File: src/rtl/intr_swap_pkg.sv
// Shared constants for the interruption swap unit.
// Assumes status bits are numbered from the most significant end
// (status bit n lives at vector index 63-n).
package intr_swap_pkg;

    localparam int NCLS     = 5;
    localparam int IX_MCHK  = 0;
    localparam int IX_PGM   = 1;
    localparam int IX_SVC   = 2;
    localparam int IX_EXT   = 3;
    localparam int IX_IO    = 4;

    localparam int SB_EXT_EN  = 7;
    localparam int SB_MCHK_EN = 13;
    localparam int SB_WAIT    = 14;
    localparam int SB_PMASK0  = 36;

    // Vector index of a status bit number.
    function automatic int vbit(int n);
        return 63 - n;
    endfunction

    // Save-slot byte address of a class.
    function automatic logic [7:0] save_slot(int cls);
        case (cls)
            IX_MCHK: return 8'h30;
            IX_PGM:  return 8'h28;
            IX_SVC:  return 8'h20;
            IX_EXT:  return 8'h18;
            default: return 8'h38;
        endcase
    endfunction

    // Fetch-slot byte address of a class (save slot plus 0x40).
    function automatic logic [7:0] fetch_slot(int cls);
        return save_slot(cls) + 8'h40;
    endfunction

endpackage

File: src/rtl/intr_mask_filter.sv
// Applies the enable fields of the current status word to the raw
// request levels. Assumes requests are levels held by their sources.
// Produces the enabled vector and a flag for a program exception that
// its program-mask bit suppresses.
module intr_mask_filter
    import intr_swap_pkg::*;
#(
    parameter int CHAN_DIRECT = 6
) (
    input  logic [63:0]     psw,
    input  logic [NCLS-1:0] req,
    input  logic [7:0]      pgm_code,
    input  logic [7:0]      io_chan,
    output logic [NCLS-1:0] en,
    output logic            pgm_drop
);

    logic io_gate;
    logic pgm_masked;

    // Pick the channel enable: direct bit per low channel, shared bit above.
    always_comb begin
        io_gate = psw[vbit(CHAN_DIRECT)];
        for (int i = 0; i < CHAN_DIRECT; i++) begin
            if (io_chan == 8'(i)) io_gate = psw[vbit(i)];
        end
    end

    // Decide whether the program mask suppresses this exception number.
    always_comb begin
        case (pgm_code)
            8'h08:   pgm_masked = !psw[vbit(SB_PMASK0)];
            8'h0A:   pgm_masked = !psw[vbit(SB_PMASK0 + 1)];
            8'h0D:   pgm_masked = !psw[vbit(SB_PMASK0 + 2)];
            8'h0E:   pgm_masked = !psw[vbit(SB_PMASK0 + 3)];
            default: pgm_masked = 1'b0;
        endcase
    end

    // Gate each class with its enable field.
    always_comb begin
        en[IX_MCHK] = req[IX_MCHK] && psw[vbit(SB_MCHK_EN)];
        en[IX_PGM]  = req[IX_PGM] && !pgm_masked;
        en[IX_SVC]  = req[IX_SVC];
        en[IX_EXT]  = req[IX_EXT] && psw[vbit(SB_EXT_EN)];
        en[IX_IO]   = req[IX_IO] && io_gate;
        pgm_drop    = req[IX_PGM] && pgm_masked;
    end

endmodule

File: src/rtl/intr_select.sv
// Fixed-rank arbiter over the enabled classes. Rank 0 (machine check)
// wins. A suppressed program exception competes at program rank and,
// when it wins, yields a discard instead of a swap.
module intr_select
    import intr_swap_pkg::*;
(
    input  logic            clk,
    input  logic            rst_n,
    input  logic [NCLS-1:0] en,
    input  logic            pgm_drop,
    output logic [NCLS-1:0] sel,
    output logic            take,
    output logic            drop
);

    logic [NCLS-1:0] cand;
    logic            found;

    // Scan from highest rank and stop at the first candidate.
    always_comb begin
        cand = en;
        cand[IX_PGM] = en[IX_PGM] || pgm_drop;
        sel   = '0;
        take  = 1'b0;
        drop  = 1'b0;
        found = 1'b0;
        for (int i = 0; i < NCLS; i++) begin
            if (!found && cand[i]) begin
                found = 1'b1;
                if (i == IX_PGM && pgm_drop) begin
                    drop = 1'b1;
                end else begin
                    sel[i] = 1'b1;
                    take   = 1'b1;
                end
            end
        end
    end

    AST_WINNER_ENABLED: assert property (@(posedge clk) disable iff (!rst_n)
        take |-> ((sel & en) != '0) && $onehot(sel));
    AST_NO_HIGHER_SKIPPED: assert property (@(posedge clk) disable iff (!rst_n)
        (take && en[IX_MCHK]) |-> sel[IX_MCHK]);

endmodule

File: src/rtl/intr_code_build.sv
// Forms the interruption code and the slot addresses of the selected
// class. Assumes sel is one-hot whenever its outputs are used.
module intr_code_build
    import intr_swap_pkg::*;
(
    input  logic [NCLS-1:0] sel,
    input  logic [15:0]     mchk_code,
    input  logic [7:0]      pgm_code,
    input  logic [7:0]      svc_num,
    input  logic [7:0]      ext_lines,
    input  logic [15:0]     io_dev,
    output logic [15:0]     code,
    output logic [7:0]      save_a,
    output logic [7:0]      fetch_a
);

    logic [15:0] cls_code [NCLS];

    // Per-class code sources.
    always_comb begin
        cls_code[IX_MCHK] = mchk_code;
        cls_code[IX_PGM]  = {8'h00, pgm_code};
        cls_code[IX_SVC]  = {8'h00, svc_num};
        cls_code[IX_EXT]  = {8'h00, ext_lines};
        cls_code[IX_IO]   = io_dev;
    end

    // AND-OR mux of code and slot addresses by the one-hot selection.
    always_comb begin
        code    = '0;
        save_a  = '0;
        fetch_a = '0;
        for (int i = 0; i < NCLS; i++) begin
            if (sel[i]) begin
                code    = code    | cls_code[i];
                save_a  = save_a  | save_slot(i);
                fetch_a = fetch_a | fetch_slot(i);
            end
        end
    end

endmodule

File: src/rtl/intr_swap_unit.sv
// Top of the interruption swap unit. Holds the current status word,
// samples request levels while idle, and runs a write-then-read swap on
// a doubleword memory port with a ready handshake. Assumes the memory
// holds its response only for the cycle mem_rdy is high, and that each
// source drops its level on seeing its acknowledge bit.
module intr_swap_unit
    import intr_swap_pkg::*;
#(
    parameter int          ADDR_W      = 24,
    parameter logic [63:0] RESET_PSW   = 64'h0,
    parameter int          CHAN_DIRECT = 6
) (
    input  logic              clk,
    input  logic              rst_n,
    input  logic              mchk_req,
    input  logic [15:0]       mchk_code,
    input  logic              pgm_req,
    input  logic [7:0]        pgm_code,
    input  logic              svc_req,
    input  logic [7:0]        svc_num,
    input  logic [7:0]        ext_lines,
    input  logic              io_req,
    input  logic [15:0]       io_dev,
    output logic              mem_req,
    output logic              mem_we,
    output logic [ADDR_W-1:0] mem_addr,
    output logic [63:0]       mem_wdata,
    input  logic              mem_rdy,
    input  logic [63:0]       mem_rdata,
    output logic [63:0]       psw_o,
    output logic              wait_o,
    output logic [NCLS-1:0]   int_ack
);

    localparam int PAD_W = ADDR_W - 8;

    typedef enum logic [1:0] {ST_IDLE, ST_STORE, ST_LOAD} st_e;

    st_e             state_q;
    logic [63:0]     psw_q;
    logic [NCLS-1:0] sel_q;
    logic [15:0]     code_q;
    logic [7:0]      save_q;
    logic [7:0]      fetch_q;
    logic [NCLS-1:0] ack_q;

    logic [NCLS-1:0] raw_req;
    logic [NCLS-1:0] en;
    logic            pgm_drop;
    logic [NCLS-1:0] sel;
    logic            take;
    logic            drop;
    logic [15:0]     code;
    logic [7:0]      save_a;
    logic [7:0]      fetch_a;

    // Collect the raw request levels in rank order.
    always_comb begin
        raw_req          = '0;
        raw_req[IX_MCHK] = mchk_req;
        raw_req[IX_PGM]  = pgm_req;
        raw_req[IX_SVC]  = svc_req;
        raw_req[IX_EXT]  = |ext_lines;
        raw_req[IX_IO]   = io_req;
    end

    intr_mask_filter #(.CHAN_DIRECT(CHAN_DIRECT)) u_filter (
        .psw      (psw_q),
        .req      (raw_req),
        .pgm_code (pgm_code),
        .io_chan  (io_dev[15:8]),
        .en       (en),
        .pgm_drop (pgm_drop)
    );

    intr_select u_select (
        .clk      (clk),
        .rst_n    (rst_n),
        .en       (en),
        .pgm_drop (pgm_drop),
        .sel      (sel),
        .take     (take),
        .drop     (drop)
    );

    intr_code_build u_code (
        .sel       (sel),
        .mchk_code (mchk_code),
        .pgm_code  (pgm_code),
        .svc_num   (svc_num),
        .ext_lines (ext_lines),
        .io_dev    (io_dev),
        .code      (code),
        .save_a    (save_a),
        .fetch_a   (fetch_a)
    );

    // Swap sequencer: idle sampling, store beat, load beat.
    always_ff @(posedge clk) begin
        if (!rst_n) begin
            state_q <= ST_IDLE;
            psw_q   <= RESET_PSW;
            sel_q   <= '0;
            code_q  <= '0;
            save_q  <= '0;
            fetch_q <= '0;
            ack_q   <= '0;
        end else begin
            ack_q <= '0;
            case (state_q)
                ST_IDLE: begin
                    if (take) begin
                        sel_q   <= sel;
                        code_q  <= code;
                        save_q  <= save_a;
                        fetch_q <= fetch_a;
                        state_q <= ST_STORE;
                    end else if (drop) begin
                        ack_q[IX_PGM] <= 1'b1;
                    end
                end
                ST_STORE: begin
                    if (mem_rdy) state_q <= ST_LOAD;
                end
                ST_LOAD: begin
                    if (mem_rdy) begin
                        psw_q   <= mem_rdata;
                        ack_q   <= sel_q;
                        state_q <= ST_IDLE;
                    end
                end
                default: state_q <= ST_IDLE;
            endcase
        end
    end

    // Drive the memory port from the sequencer state.
    always_comb begin
        mem_req   = (state_q != ST_IDLE);
        mem_we    = (state_q == ST_STORE);
        mem_addr  = {{PAD_W{1'b0}}, (state_q == ST_STORE) ? save_q : fetch_q};
        mem_wdata = {psw_q[63:48], code_q, psw_q[31:0]};
    end

    assign psw_o   = psw_q;
    assign wait_o  = psw_q[vbit(SB_WAIT)];
    assign int_ack = ack_q;

    AST_ACK_ONEHOT: assert property (@(posedge clk) disable iff (!rst_n)
        $onehot0(int_ack));
    AST_BEAT_HELD: assert property (@(posedge clk) disable iff (!rst_n)
        (mem_req && !mem_rdy) |=> mem_req && $stable(mem_addr)
            && $stable(mem_we) && $stable(mem_wdata));
    AST_STORE_OPENS: assert property (@(posedge clk) disable iff (!rst_n)
        $rose(mem_req) |-> mem_we);
    AST_LOAD_FOLLOWS: assert property (@(posedge clk) disable iff (!rst_n)
        (mem_req && mem_we && mem_rdy) |=> mem_req && !mem_we);
    AST_PSW_ONLY_ON_ACK: assert property (@(posedge clk) disable iff (!rst_n)
        !$stable(psw_o) |-> (int_ack != '0));
    AST_FIELDS_KEPT: assert property (@(posedge clk) disable iff (!rst_n)
        (mem_req && mem_we) |-> (mem_wdata[63:48] == psw_o[63:48])
            && (mem_wdata[31:0] == psw_o[31:0]));

endmodule

File: config.mk
export PLATFORM = sky130hd
export DESIGN_NAME = intr_swap_unit
export DESIGN_NICKNAME = d
export VERILOG_FILES = /design/src/rtl/intr_swap_pkg.sv /design/src/rtl/intr_mask_filter.sv /design/src/rtl/intr_select.sv /design/src/rtl/intr_code_build.sv /design/src/rtl/intr_swap_unit.sv
export SDC_FILE = /design/constraint.sdc
export NUM_CORES = 1
export LEC_CHECK = 0
export BUFFER_PORTS_ARGS = -buffer_cell sky130_fd_sc_hd__clkbuf_2
export CAP_MARGIN = 10
export CORE_AREA = 2 2 113 115
export DETAILED_ROUTE_END_ITERATION = 6
export DIE_AREA = 0 0 115 117
export PLACE_DENSITY = 0.71
export SLEW_MARGIN = 5
export SYNTH_ARGS = -nofsm -noshare
export SYNTH_HDL_FRONTEND = slang
export SYNTH_SLANG_ARGS = --single-unit
File: constraint.sdc
create_clock -name clk -period 5.75 [get_ports clk]
set_input_delay 0.2875 -clock clk [delete_from_list [all_inputs] [get_ports clk]]
set_output_delay 0.2875 -clock clk [all_outputs]
set_load 0.01 [all_outputs]
# --- Yosys cells after proc, flatten, opt, wreduce, memory -nomap -nowiden ---
# Index checks and enable logic that the tools add are counted.
classes:
  addsub: 5
  n_eq_ne: 14
  muxes: 52
  n_bitwise: 12
  n_reduce_logical: 27
op_table:
  columns: ["operator", "n"]
  rows:
  - ["8-bit two-way mux", 15]
  - ["16-bit two-way mux", 5]
  - ["8-bit OR", 8]
  - ["16-bit by 8-bit OR with 16-bit output", 3]
  - ["8-bit by 7-bit adder with 8-bit output (second input constant)", 5]
  - ["8-bit by 4-bit equality test with 1-bit output (second input constant)", 4]
  - ["1-bit two-way mux", 24]
  - ["8-bit by 2-bit equality test with 1-bit output (second input constant)", 2]
  - ["8-bit by 3-bit equality test with 1-bit output (second input constant)", 2]
  - ["16-bit OR", 1]
  - ["1-bit logical AND", 9]
  - ["1-bit logical NOT", 9]
  - ["8-bit by 1-bit equality test with 1-bit output (second input constant)", 1]
  - ["8-bit logical NOT", 1]
  - ["2-bit two-way mux", 4]
  - ["8-bit OR reduction", 1]
  - ["6-bit two-way mux", 1]
  - ["2-bit case mux with 3 select lines", 1]
  - ["3-bit AND reduction", 2]
  - ["2-bit != test (second input constant)", 2]
  - ["1-bit case mux with 4 select lines", 1]
  - ["2-bit AND reduction", 2]
  - ["2-bit by 1-bit equality test with 1-bit output (second input constant)", 1]
  - ["2-bit equality test (second input constant)", 1]
  - ["other kinds (5)", 5]
totals:
  reg_bits: 108
  input_bits: 127
  output_inout_bits: 160
  elab_cells: 118

# --- Logic depth before layout (Yosys ltp) ---
logic_depth:
  word_depth: 20
  depth_mapped: 9
  depth_no_buf: 6

# --- Hierarchy ---
# Synthesis repeated with hierarchy kept, for this count alone.
hier_totals:
  hier_cells: 631
  hier_area_um2: 5495.3
modules_own_cells:
  columns: ["mod", "instances", "cells_per_inst", "area_each_um2", "seq_area_each_um2"]
  rows:
  - ["intr_swap_unit", 1, 541, 4840.9, 2162.1]
  - ["intr_code_build", 1, 56, 400.4, 0.0]
  - ["intr_mask_filter", 1, 24, 182.7, 0.0]
  - ["intr_select", 1, 10, 71.3, 0.0]

# --- Worst setup path before layout ---
# No wires, ideal clock.
synth_path:
  path_kind: "input -> register"
  from: "in io_dev[12]"
  to: "reg code_q[6]"
  setup_ns: 0.124
  t_arrival_ns: 1.908
  required_time_ns: 5.626
  slack_ns: 3.718
  cell_stages: 7
  path_buffers: 1
  path_cell_list: "or4_4 -> nor4b_2 -> nor4_1 -> a21boi_4 -> buf_6 -> o31ai_1 -> a21oi_1"
synth_via:
  elab_chain_cells: 11
  word_cells_on_any_way: 18
  classes_between: "5 x eq/ne; 9 x mux; 4 x reduce/logical"
synth_rtl:
  columns: ["element", "line", "text"]
  rows:
  - ["start, declared", "intr_swap_unit.sv:23", "input logic [15:0] io_dev,"]
  - ["8-bit logical NOT", "intr_mask_filter.sv:25", "if (io_chan == 8'(i)) io_gate = psw[vbit(i)];"]
  - ["1-bit two-way mux (5 in a row)", "intr_mask_filter.sv:25", null]
  - ["1-bit two-way mux (*)", "intr_mask_filter.sv:25", null]
  - ["1-bit logical AND (*)", "intr_mask_filter.sv:46", "en[IX_IO] = req[IX_IO] && io_gate;"]
  - ["1-bit logical AND (*)", "intr_select.sv:28", "if (!found && cand[i]) begin"]
  - ["1-bit two-way mux", "intr_select.sv:28", null]
  - ["16-bit two-way mux / 2-bit AND reduction (equally long branches)", null, null]
  - ["end signal, assigned", "intr_swap_unit.sv:114", "code_q <= code;"]
  - ["end, declared", "intr_swap_unit.sv:42", "logic [15:0] code_q;"]
# Mark *: on every way between the ends. The rest lies on a longest branch, timed or not.
# A chain may end at the register's enable or synchronous reset.

# --- Worst setup path after layout ---
layout_path:
  from: "reg state_q[0]"
  to: "reg code_q[0]"
layout_via:
  elab_chain_cells: 2
layout_rtl:
  columns: ["element", "line", "text"]
  rows:
  - ["start, declared", "intr_swap_unit.sv:39", "st_e state_q;"]
  - ["start signal, assigned", "intr_swap_unit.sv:101", "state_q <= ST_IDLE;"]
  - ["start signal, assigned", "intr_swap_unit.sv:117", "state_q <= ST_STORE;"]
  - ["start signal, assigned", "intr_swap_unit.sv:123", "if (mem_rdy) state_q <= ST_LOAD;"]
  - ["2-bit logical NOT", "intr_swap_unit.sv:110", "case (state_q)"]
  - ["2-bit AND reduction (no line)", null, null]
# No other way between the ends.

==> impl_metrics.yaml <==
outcome:
  status: "finished clean"
clock_tree:
  insertion_delay_ns: 0.34
  cts_made_buffers: 9
  cts_buffer_depth: 2
  hold_buffers: 0
  cts_resized: 0
  clkTransAtPathRegs_ns: 0.07
  cts-root-buf: "clkbuf_16"
  cts_tree: "done"
  htreeDepth: 3
  postCtsSetupBuffers: 0
  cts_sinks: 96
power_and_ir_drop:
  ir_drop_uv: 123
  seqPwrFrac_pct: 47.0
  clkPwrFrac_pct: 39.3
  intPower_mw: 1.12
  combPwrFrac_pct: 13.7
  p_sw_share_pct: 26.4
  p_switching_mw: 0.400
  powerDensity_nw_per_um2: 264
  p_leak_nw: 2.66
  power.total_mw: 1.52
critical_path:
  critPathArrivalTime_ns: 2.70
  start_kind: "flip-flop"
  worstPathMaxFanout: 18
  crit_buf_inv: 1
  crit_type: "flip-flop to flip-flop"
  end_kind: "flip-flop"
  path_delay_family: "simple AND/OR/NAND/NOR gates"
  path_cells: "nor2_1, inv_1, nor4_1, a21boi_4, nor3_1, a311oi_1"
  crit_path_top_delay_cell: "a21boi_4"
  worst_ep_required_time_ns: 6.00
  ff2ff_path_depth: 6
  crit_cells: 6
  critPathMaxStageDelay_ns: 0.53
timing:
  slew_headroom_pct: 49.9
  setup-tns-final_ns: 0
  worst_pin_slew_ns: 0.745
  finalMaxSlewViolations: 0
  final.period_utilization_pct: 42.7
  setup_viol: 0
  hold_viol_final: 0
  min_period_ns: 2.45
  fin_ws_ns: 3.30
  rsz0062_at_grt: "no"
  timing.fmax_mhz: 407
  skew_ns: 0.00600
place:
  io_buffers: 266
  place.gp.congestion: 0.791
  pre_cts_ws_ns: 3.22
  dpl.hpwl_microns: 9480
route:
  dr.pass1.iters: 5
  num_vias: 4428
  wl_per_cell_microns: 14.0
  drt_wl_total_microns: 12800
  drc: 0
  drt_iter0_drc: 267
  ant_nets: 0
  viasPerCell: 4.85
logic_synthesis:
  ys_warn_count: 0
  synthArstFlopShare_pct: 0
  netlist_area_sq_um: 4510
  synth-seq-cells: 96
  netlist_instances: 564
  synth_seq_area_share_pct: 42.6
  synth-edff-count: 0
  synthFlopType: "dfxtp_1"
  synth_cell_types: 48
  synth_area_per_cell_sq_um: 8.00
finish:
  drive_gt1_share_pct: 39.5
  nets: 884
  syn_to_final_growth_pct: 27.3
flow_run:
  drv_cap: 0
floorplanning:
  core_area_sq_um: 12300
  die_h_microns: 117
  start_util_pct: 36.7
  fp.dieW_microns: 115
  boundaryPins: 287
  fp.dieArea_sq_um: 13500
  fp-row-count: 41
global_route:
  gr-total-overflow: 0
  grt_pass1_wl_microns: 19300
  antenna_found_initial: 1
  grt_max_degree: 67
  grt_pass1_vias: 3944
  track_usage_pct: 18.2
worst_hold_path:
  hold_class: "input pin to flip-flop"
  holdPathStages: 3
power groups by stage:
stage / Combinational [mW] / Clock [mW] / Sequential (mW)
floorplan: 0.119 / 0 / 0.733
global placement: 0.206 / 0 / 0.727
detailed placement: 0.207 / 0 / 0.727
CTS: 0.208 / 0.618 / 0.712
global route: 0.232 / 0.645 / 0.715
finish: 0.208 / 0.596 / 0.712
worst reg2reg max path, cell delays in order, from the launching register on:
cell and delay, ns:
dfxtp_1 0.38, nor2_1 0.44, inv_1 0.25, nor4_1 0.38
a21boi_4 0.53, nor3_1 0.10, a311oi_1 0.28
layout make-up:
type / count / area (sq um)
well taps: 150 / 188
inverters: 6 / 22.5
multi-input cells: 374 / 1950
diodes: 1 / 2.50
clock inverters: 7 / 72.6
clock buffers: 9 / 225
repair buffers: 270 / 1360
flip-flops and latches: 96 / 1920
fillers: 1268 / 6560
per-layer routing:
metal,wire (microns),share of wire (%),GRT usage [%]
met5,0,0,0
met4,208,1.6,7.79
met3,952,7.4,4.17
met2,6240,49,30.5
met1,5400,42,22.4
registers in the layout, summed over array words and instances (netlist names):
signal / count
psw_o: 64
code_q: 16
int_ack: 5
sel_q: 5
fetch_q: 2
save_q: 2
state_q: 2
synth_stat cells (5+ instances only):
library cell	count	share of area [%]
and2_1	7	0.97
a22oi_1	8	1.3
a21boi_0	5	0.83
clkbuf_1	30	2.5
buf_4	69	11
and3_1	5	0.69
nand2_1	142	12
a221oi_1	8	1.6
o31ai_1	13	2.2
nor2_1	18	1.5
inv_1	5	0.42
nor3_1	7	0.78
a21oi_1	85	9.4
dfxtp_1	96	43
o21ai_0	7	0.78
worst paths after layout:
kind | from | to | slack (ns)
max | state_q[0] | code_q[0] | 3.30
min | mem_rdata[29] | psw_o[29] | 0.16
max reg2reg | state_q[0] | code_q[0] | 3.30
min reg2reg | psw_o[35] | psw_o[35] | 0.46
through the flow:
stage / cell area (sq um) / util (%) / hold slack [ns] / cells
after global placement: 5450 / 44.2 / 0.441 / 896
after global routing: 5750 / 46.7 / 0.150 / 912
after floorplan: 4590 / - / 0.423 / 583
after CTS: 5750 / 46.7 / 0.140 / 912
final: 5750 / 46.7 / 0.158 / 913
after detailed placement: 5450 / 44.2 / 0.449 / 896
logic make-up (layout without fill, tap and decap cells):
kind of cell           count (synthesis)  in the layout  share of synthesized area (%)
and+or+nand+nor                      200            200                           19.2
AOI/OAI and AO/OA                    152            152                           21.9
muxes                                  2              2                          0.443
DFF                                   96             96                           42.6
other                                  1             21                         0.0831
buffers and inverters                113            292                           15.9
placed cells by master, fill, tap and decap left out, types with 4 or more instances in the layout:
master,synthesis,layout
buf_4,69,4
conb_1,1,20
dfxtp_1,96,96
nor3_1,7,7
and2_1,7,7
a21boi_0,5,5
clkbuf_16,0,9
inv_1,5,5
a221oi_1,8,8
a21oi_1,85,85
o21ai_0,7,7
a22oi_1,8,8
nor2_1,18,17
a222oi_1,4,4
and3_1,5,5
o31ai_1,13,13
o21a_1,4,4
nor4_1,4,4
nand2_1,142,142
clkbuf_2,1,266
a311oi_1,4,4
Power figures use the tool's default switching activity.
